### config.mk
export PLATFORM = sky130hd
export DESIGN_NAME = syn_gate_euler
export DESIGN_NICKNAME = d
export VERILOG_FILES = /design/src/rtl/syn_gate_pkg.sv /design/src/rtl/syn_gate_ctrl.sv /design/src/rtl/syn_gate_dp.sv /design/src/rtl/syn_gate_euler.sv
export SDC_FILE = /design/constraint.sdc
export NUM_CORES = 1
export LEC_CHECK = 0
export BUFFER_PORTS_ARGS = -buffer_cell sky130_fd_sc_hd__buf_2
export CORE_MARGIN = 10
export CORE_UTILIZATION = 40
export CTS_CLUSTER_DIAMETER = 30
export DETAILED_ROUTE_END_ITERATION = 7
export GPL_ROUTABILITY_DRIVEN = 0
export PLACE_DENSITY = 0.65
export SETUP_SLACK_MARGIN = 0.05
export SLEW_MARGIN = 25
export SYNTH_ARGS = -nofsm -noshare
export SYNTH_HDL_FRONTEND = slang
export SYNTH_SLANG_ARGS = --single-unit
### constraint.sdc
create_clock -name clk -period 25.5 [get_ports clk]
set_input_delay 7.65 -clock clk [delete_from_list [all_inputs] [get_ports clk]]
set_output_delay 7.65 -clock clk [all_outputs]
set_load 0.02 [all_outputs]
### src/rtl/syn_gate_pkg.sv
package syn_gate_pkg;

  typedef struct packed {
    logic load;
    logic advance;
  } gateCtl_t;

  // Reciprocal of the rise time constant, scaled by 2**f
  function automatic longint riseCoef(input logic inh, input int f);
    return inh ? (longint'(2) << f) : (longint'(5) << f);
  endfunction

  // Reciprocal of the decay time constant, scaled by 2**f
  function automatic longint decayCoef(input logic inh, input int f);
    return inh ? (((longint'(1) << f) + 5) / 10) : (longint'(1) << (f - 1));
  endfunction

endpackage

### src/rtl/syn_gate_ctrl.sv
module syn_gate_ctrl
  import syn_gate_pkg::*;
(
  input  logic     initReq,
  input  logic     stepReq,
  output gateCtl_t ctl
);
  // The load strobe wins over the step strobe
  always_comb begin
    ctl.load    = initReq;
    ctl.advance = stepReq & ~initReq;
  end
endmodule

### src/rtl/syn_gate_dp.sv
module syn_gate_dp
  import syn_gate_pkg::*;
#(
  parameter int W    = 16,
  parameter int F    = 14,
  parameter int DT_Q = 164
) (
  input  logic                clk,
  input  logic                rstN,
  input  gateCtl_t            ctl,
  input  logic                receptorInh,
  input  logic signed [W-1:0] tanhIn,
  input  logic signed [W-1:0] initVal,
  output logic signed [W-1:0] sOut
);
  localparam int PW = 4 * W;
  localparam logic signed [PW-1:0] ONE     = PW'(longint'(1) << F);
  localparam logic signed [PW-1:0] DT_W    = PW'(longint'(DT_Q));
  localparam logic signed [PW-1:0] K_RISE_E  = PW'(riseCoef(1'b0, F));
  localparam logic signed [PW-1:0] K_RISE_I  = PW'(riseCoef(1'b1, F));
  localparam logic signed [PW-1:0] K_DECAY_E = PW'(decayCoef(1'b0, F));
  localparam logic signed [PW-1:0] K_DECAY_I = PW'(decayCoef(1'b1, F));

  logic signed [W-1:0]  sReg;
  logic signed [PW-1:0] sW, tanhW, transm, prodA, kRise, kDecay;
  logic signed [PW-1:0] riseTerm, decayTerm, deriv, incr, sumW;
  logic signed [W-1:0]  stepVal;

  always_comb begin
    sW        = PW'(sReg);
    tanhW     = PW'(tanhIn);
    kRise     = receptorInh ? K_RISE_I  : K_RISE_E;
    kDecay    = receptorInh ? K_DECAY_I : K_DECAY_E;
    transm    = (ONE + tanhW) >>> 1;
    prodA     = (transm * (ONE - sW)) >>> F;
    riseTerm  = (prodA * kRise) >>> F;
    decayTerm = (sW * kDecay) >>> F;
    deriv     = riseTerm - decayTerm;
    incr      = (deriv * DT_W) >>> F;
    sumW      = sW + incr;
    if (sumW < 0)        stepVal = '0;
    else if (sumW > ONE) stepVal = W'(ONE);
    else                 stepVal = W'(sumW);
  end

  always_ff @(posedge clk or negedge rstN) begin
    if (!rstN)            sReg <= '0;
    else if (ctl.load)    sReg <= initVal;
    else if (ctl.advance) sReg <= stepVal;
  end

  assign sOut = sReg;
endmodule

### src/rtl/syn_gate_euler.sv
module syn_gate_euler
  import syn_gate_pkg::*;
#(
  parameter int W    = 16,
  parameter int F    = 14,
  parameter int DT_Q = 164
) (
  input  logic                clk,
  input  logic                rstN,
  input  logic                initReq,
  input  logic                stepReq,
  input  logic                receptorInh,
  input  logic signed [W-1:0] tanhIn,
  input  logic signed [W-1:0] initVal,
  output logic signed [W-1:0] sOut
);
  gateCtl_t ctl;

  syn_gate_ctrl ctrl_i (
    .initReq (initReq),
    .stepReq (stepReq),
    .ctl     (ctl)
  );

  syn_gate_dp #(.W(W), .F(F), .DT_Q(DT_Q)) dp_i (
    .clk         (clk),
    .rstN        (rstN),
    .ctl         (ctl),
    .receptorInh (receptorInh),
    .tanhIn      (tanhIn),
    .initVal     (initVal),
    .sOut        (sOut)
  );
endmodule

======== After elaboration in Yosys (flattened, before gate mapping) ========
Index checks and enable logic that the tools add are counted.
W data, S select, Z words.
cells by class
  reductions and logical operators ........ 1
  $mul .................................... 4
  $add $sub $neg .......................... 4
  muxes and demuxes ....................... 6
  magnitude comparators ................... 2
  bitwise operators ....................... 2
operator list
  kind                      number
  $gt A64 B16 Y1 const B    1
  $lt A64 B1 Y1 const B     1
  $mul A50 B18 Y64          1
  $mux W16                  4
  $mul A51 B7 Y58 const B   1
  $add A16 B50 Y51          1
  $sub A50 B17 Y51          1
  $mul A16 B17 Y33          1
  $mul A16 B15 Y31          1
  $add A16 B16 Y17 const A  1
  $mux W17                  1
  $sub A16 B16 Y17 const A  1
  $mux W14                  1
  $reduce_bool A2 Y1        1
  $and A1 B1 Y1             1
  $not A1 Y1                1
word-level totals
  output and inout bits ................... 16
  flip-flop bits (word level) ............. 16
  bits of input ports ..................... 37

======== Logic depth before layout (Yosys ltp) ========
  word-level depth ........................ 11
  depth in mapped cells ................... 91

======== Cells and area by module ========
From an unflattened synthesis, not the netlist that was laid out.
unflattened totals
  cell total of the unflattened synthesis .. 2382
  area, all modules ....................... 21413.0 um^2
modules (own cells, without submodules)
  module         cells an instance  times used  area an instance (um^2)  sequential area each (um^2)
  syn_gate_dp    2380               1           21391.8                  400.4
  syn_gate_ctrl  2                  1           21.3                     0.0

======== Worst setup path after synthesis ========
No wires, ideal clock.
  path type ............................... input to register
  from .................................... in tanhIn[14]
  to ...................................... reg dp_i.sReg[0], in the netlist dp_i.sOut[0]
  setup time .............................. 0.104 ns
  data arrival time ....................... 25.573 ns
  stages on the path ...................... 82
  required time ........................... 25.396 ns
  path slack .............................. -0.177 ns
  cells stage by stage .................... inv_1 -> clkbuf_1 -> ha_1 -> clkbuf_1 -> clkbuf_1 -> nand2b_1 -> fa_1 -> fa_1 -> inv_1 -> fa_1 -> fa_1 -> fa_1 -> inv_1 -> fa_1 -> inv_1 -> ha_1 -> a21oi_1 -> o21bai_1 -> (+46 left out) -> a211oi_1 -> nand2_1 -> o211ai_1 -> o21ai_1 -> xor2_1 -> ha_1 -> or3b_2 -> a21oi_1 -> nand2_1 -> o221ai_1 -> a2111oi_0 -> o21ai_0 -> nand4b_1 -> or4_4 -> nor4_4 -> nand2_2 -> buf_4 -> o41ai_2
on the way
  word-level cells in the longest chain between the ends .. 11
  elaborated cells on any way between the ends .. 12
ends and longest elaborated chain
  element                 line                  RTL
  start: declaration      syn_gate_euler.sv:13  input logic signed [W-1:0] tanhIn,
  $add A16 B16 Y17 *      syn_gate_dp.sv:34     transm = (ONE + tanhW) >>> 1;
  $mul A16 B17 Y33 *      syn_gate_dp.sv:35     prodA = (transm * (ONE - sW)) >>> F;
  $mul A50 B18 Y64 *      syn_gate_dp.sv:36     riseTerm = (prodA * kRise) >>> F;
  $sub A50 B17 Y51 *      syn_gate_dp.sv:38     deriv = riseTerm - decayTerm;
  $mul A51 B7 Y58 *       syn_gate_dp.sv:39     incr = (deriv * DT_W) >>> F;
  $add A16 B50 Y51 *      syn_gate_dp.sv:40     sumW = sW + incr;
  $gt A64 B16 Y1          syn_gate_dp.sv:42     else if (sumW > ONE) stepVal = W'(ONE);
  $mux W16                syn_gate_dp.sv:42
  $mux W16 *              syn_gate_dp.sv:41     if (sumW < 0) stepVal = '0;
  $mux W16 *              syn_gate_dp.sv:49     else if (ctl.advance) sReg <= stepVal;
  $mux W16 *              syn_gate_dp.sv:48     else if (ctl.load) sReg <= initVal;
  end signal: assignment  syn_gate_dp.sv:48
  end signal: assignment  syn_gate_dp.sv:49
  end: declaration        syn_gate_dp.sv:24     logic signed [W-1:0] sReg;
Every way passes the cells marked *; elsewhere a longest branch is shown, timed or not. The select of a mux whose other input is x is not followed.
A chain may end at the register's enable or synchronous reset.

======== Worst setup path in the final report ========
  from .................................... in tanhIn[7]
  to ...................................... reg dp_i.sReg[12], in the netlist dp_i.sOut[12]
The elaborated chain is that of the path after synthesis.

==> impl_metrics.ini <==
[outcome]
outcome = finished, final reports clean

[clock_network]
worstSkewPairLatency_ns = 0.26
cts_tree = built
numCtsBuffers = 3
cts_max_path_buffers = 2
cts.root.buffer_cell = clkbuf_16
cts_sinks = 16
cts.htree.levels = 1
clk_transition_reported_paths_ns = 0.06

[critical_path]
regToRegSetupSlack_ns = 5.36
critPathKind = in2reg
path_buf_inv = 20
critical_path.top_delay_family = adder cells
worstPathRequired_ns = 25.64
start_kind = primary input
cpPeakStageDelay_ns = 0.56
crit_arrival_ns = 24.94
cp_common_cell = buf_4
cp-end-kind = flip-flop
crit_fanout = 7
cpMaxStageDelayCell = or4_4

[die]
die_area_um2 = 82000
chipHeight_um = 286
floorplan.die.width_um = 286
core_region_area_um2 = 70100
placement_rows = 97
floorplan.initialDensity_pct = 40.5
ioPinCount = 53

[routing]
wirelength_um = 76300
post_drt_via_cell_ratio = 5.16
first_pass_iters = 7
met2RoutedLength_um = 36000
final_antenna_net_count = 0
remaining_drc_errors = 0
wl_met3_um = 3810
dr.max_layer_used = met4
route.vias.total = 24900
wl_per_cell_um = 15.9
drt_first_iter_violations = 1259
m1WireLength_um = 34300

[synthesis]
synthDominantCellAreaShare_pct = 28.0
post_synth_fa_ha_maj_area_fraction_pct = 53.2
synth.yosys.warnings = 0
net_count_after_synthesis = 4355
synth_sequential_area_ratio_pct = 1.41
compound_gate_portion_of_the_synthesized_area_pct = 14.6
synth.lib_cells_used.distinct = 85
synth_top_cell_by_area = fa_1
syn_area_per_cell_um2 = 8.48
yosysMostFrequentCell = inv_1
synthFlopType = dfrtp_1
yosys-mux-area-fraction_pct = 0.436
simple_logic_cell_fraction_of_the_synthesized_area_pct = 14.9
edff_count_synth = 0
yosys_register_bits = 16
synth_xor_area_share_pct = 6.11
list_of_most_frequent_post_synthesis_cells = inv_1, ha_1, fa_1, nand2_1, a21oi_1
synth_async_sr_flop_share_pct = 100
syn-cell-area_um2 = 28400
synth_top_family_by_area = adder cells
leading_post_synthesis_cells_by_cell_area = fa_1, ha_1, inv_1
syn-instance-count = 3349

[finish]
stdcell_count = 4815
count_of_filler_cells_inserted_in_the_layout = 6639
finish.net_count = 4880
largest_register_ff_count = 16
final-seq-area_um2 = 402
synthesis_to_layout_area_growth_pct = 25.1
multi_input_comb_area_um2 = 26900
post_route_cells_drive_above_1_share_pct = 22.7

[global_routing]
initial_antenna_violation_count = 2
overflow = 0
grt_pass1_wl_um = 123000
grt_pass1_vias = 24900
grt_start_max_net_pins = 41
global_route.usage.total_pct = 18.0

[placement]
io_buffers = 51
dp.final_hpwl_um = 64800
numPlacedInstances = 4784

[sta]
period_share_pct = 97.3
final.setup_skew_ns = 0.00963
final.min_clock_period_ns = 24.81
setup_violation_total_in_the_final_timing_report = 0
max_freq_mhz = 40.3
max_slew_margin_pct = 50.1
maxSlewViolCount = 0
least_margin_pin_slew_ns = 0.730
hold_viol = 0

[worst_hold_path]
hold_wc_path_type = reg2reg

[flow_run]
drv.max_cap_violation_count = 0
-- per-layer routing --
layer	track usage (%)	vias to the layer above
met5	0	-
met4	4.55	0
met3	2.16	98
met2	30.5	524
met1	24.0	12100
li1	-	12200
-- worst reg2reg max path, delay by kind of cell (launching register included) --
kind | cells | cell delay (ns)
flops | 1 | 0.38
xor+xnor | 5 | 1.01
simple gates | 19 | 4.44
buf+inv | 20 | 3.11
fa+ha+maj | 20 | 7.32
compound gates | 18 | 3.71
-- timing repair --
action | 4_1_cts | 5_1_grt
buffers inserted | 8 | 17
gates resized for setup | 65 | 198
gates cloned | 0 | 1
hold buffers | 0 | 0
pin swaps | 40 | 153
endpoints found under the setup margin | 15 | 15
-- cells in the final DEF, fill, tap and decap left out, types with 43 or more instances in the layout --
cell and count:
o21ai_0 67, inv_1 588, and2_1 146, fa_1 387, a21o_1 91, nor2_1 162
a21oi_1 148, buf_4 557, nand3_1 43, xnor2_1 118, xor2_1 70, ha_1 505
nand2_1 235, buf_2 49, ha_4 60
-- path summary, 6_finish.rpt --
kind,start,to,cells past startpoint
min in group asynchronous,rstN,dp_i.sOut[15],1
setup / recovery,tanhIn[7],dp_i.sOut[12],80
setup reg to reg,dp_i.sOut[0],dp_i.sOut[12],82
hold / removal,dp_i.sOut[15],dp_i.sOut[15],2
max in group asynchronous,rstN,dp_i.sOut[15],1
hold reg to reg,dp_i.sOut[15],dp_i.sOut[15],2
-- cell families after synthesis --
kind of cell,after synthesis
XOR/XNOR,198
adder cells (fa/ha/maj),969
buffers and inverters,698
AO/OA/AOI/OAI,614
other,1
AND/OR/NAND/NOR,841
flip-flops,16
multiplexers,12
-- cell type report --
cell class                 count  area share, %
sequential                    16           1.13
multi-input combinational   2635           75.9
inverter                     596           6.30
tap                          940           3.31
antenna                        2         0.0141
clock buffer                   4          0.250
timing repair buffer         622           13.1
-- per-stage QoR --
step / setup TNS [ns] / instance area [µm²] / util, % / hold WS, ns / worst slack, ns
after global routing: -0.152 / 35500 / 50.6 / 0.811 / -0.0404
after floorplan: 0 / 28400 / - / 0.850 / 0.104
final: 0 / 35500 / 50.6 / 0.755 / 0.692
after global placement: -14.48 / 33600 / 47.9 / 0.731 / -1.02
after detailed placement: -17.15 / 33600 / 47.9 / 0.731 / -1.23
after CTS: 0 / 34100 / 48.6 / 0.744 / 0.0500
Power is left out: the tool's default activity adds up to more than one toggle a clock period on the data nets, which glitch-free logic cannot reach.
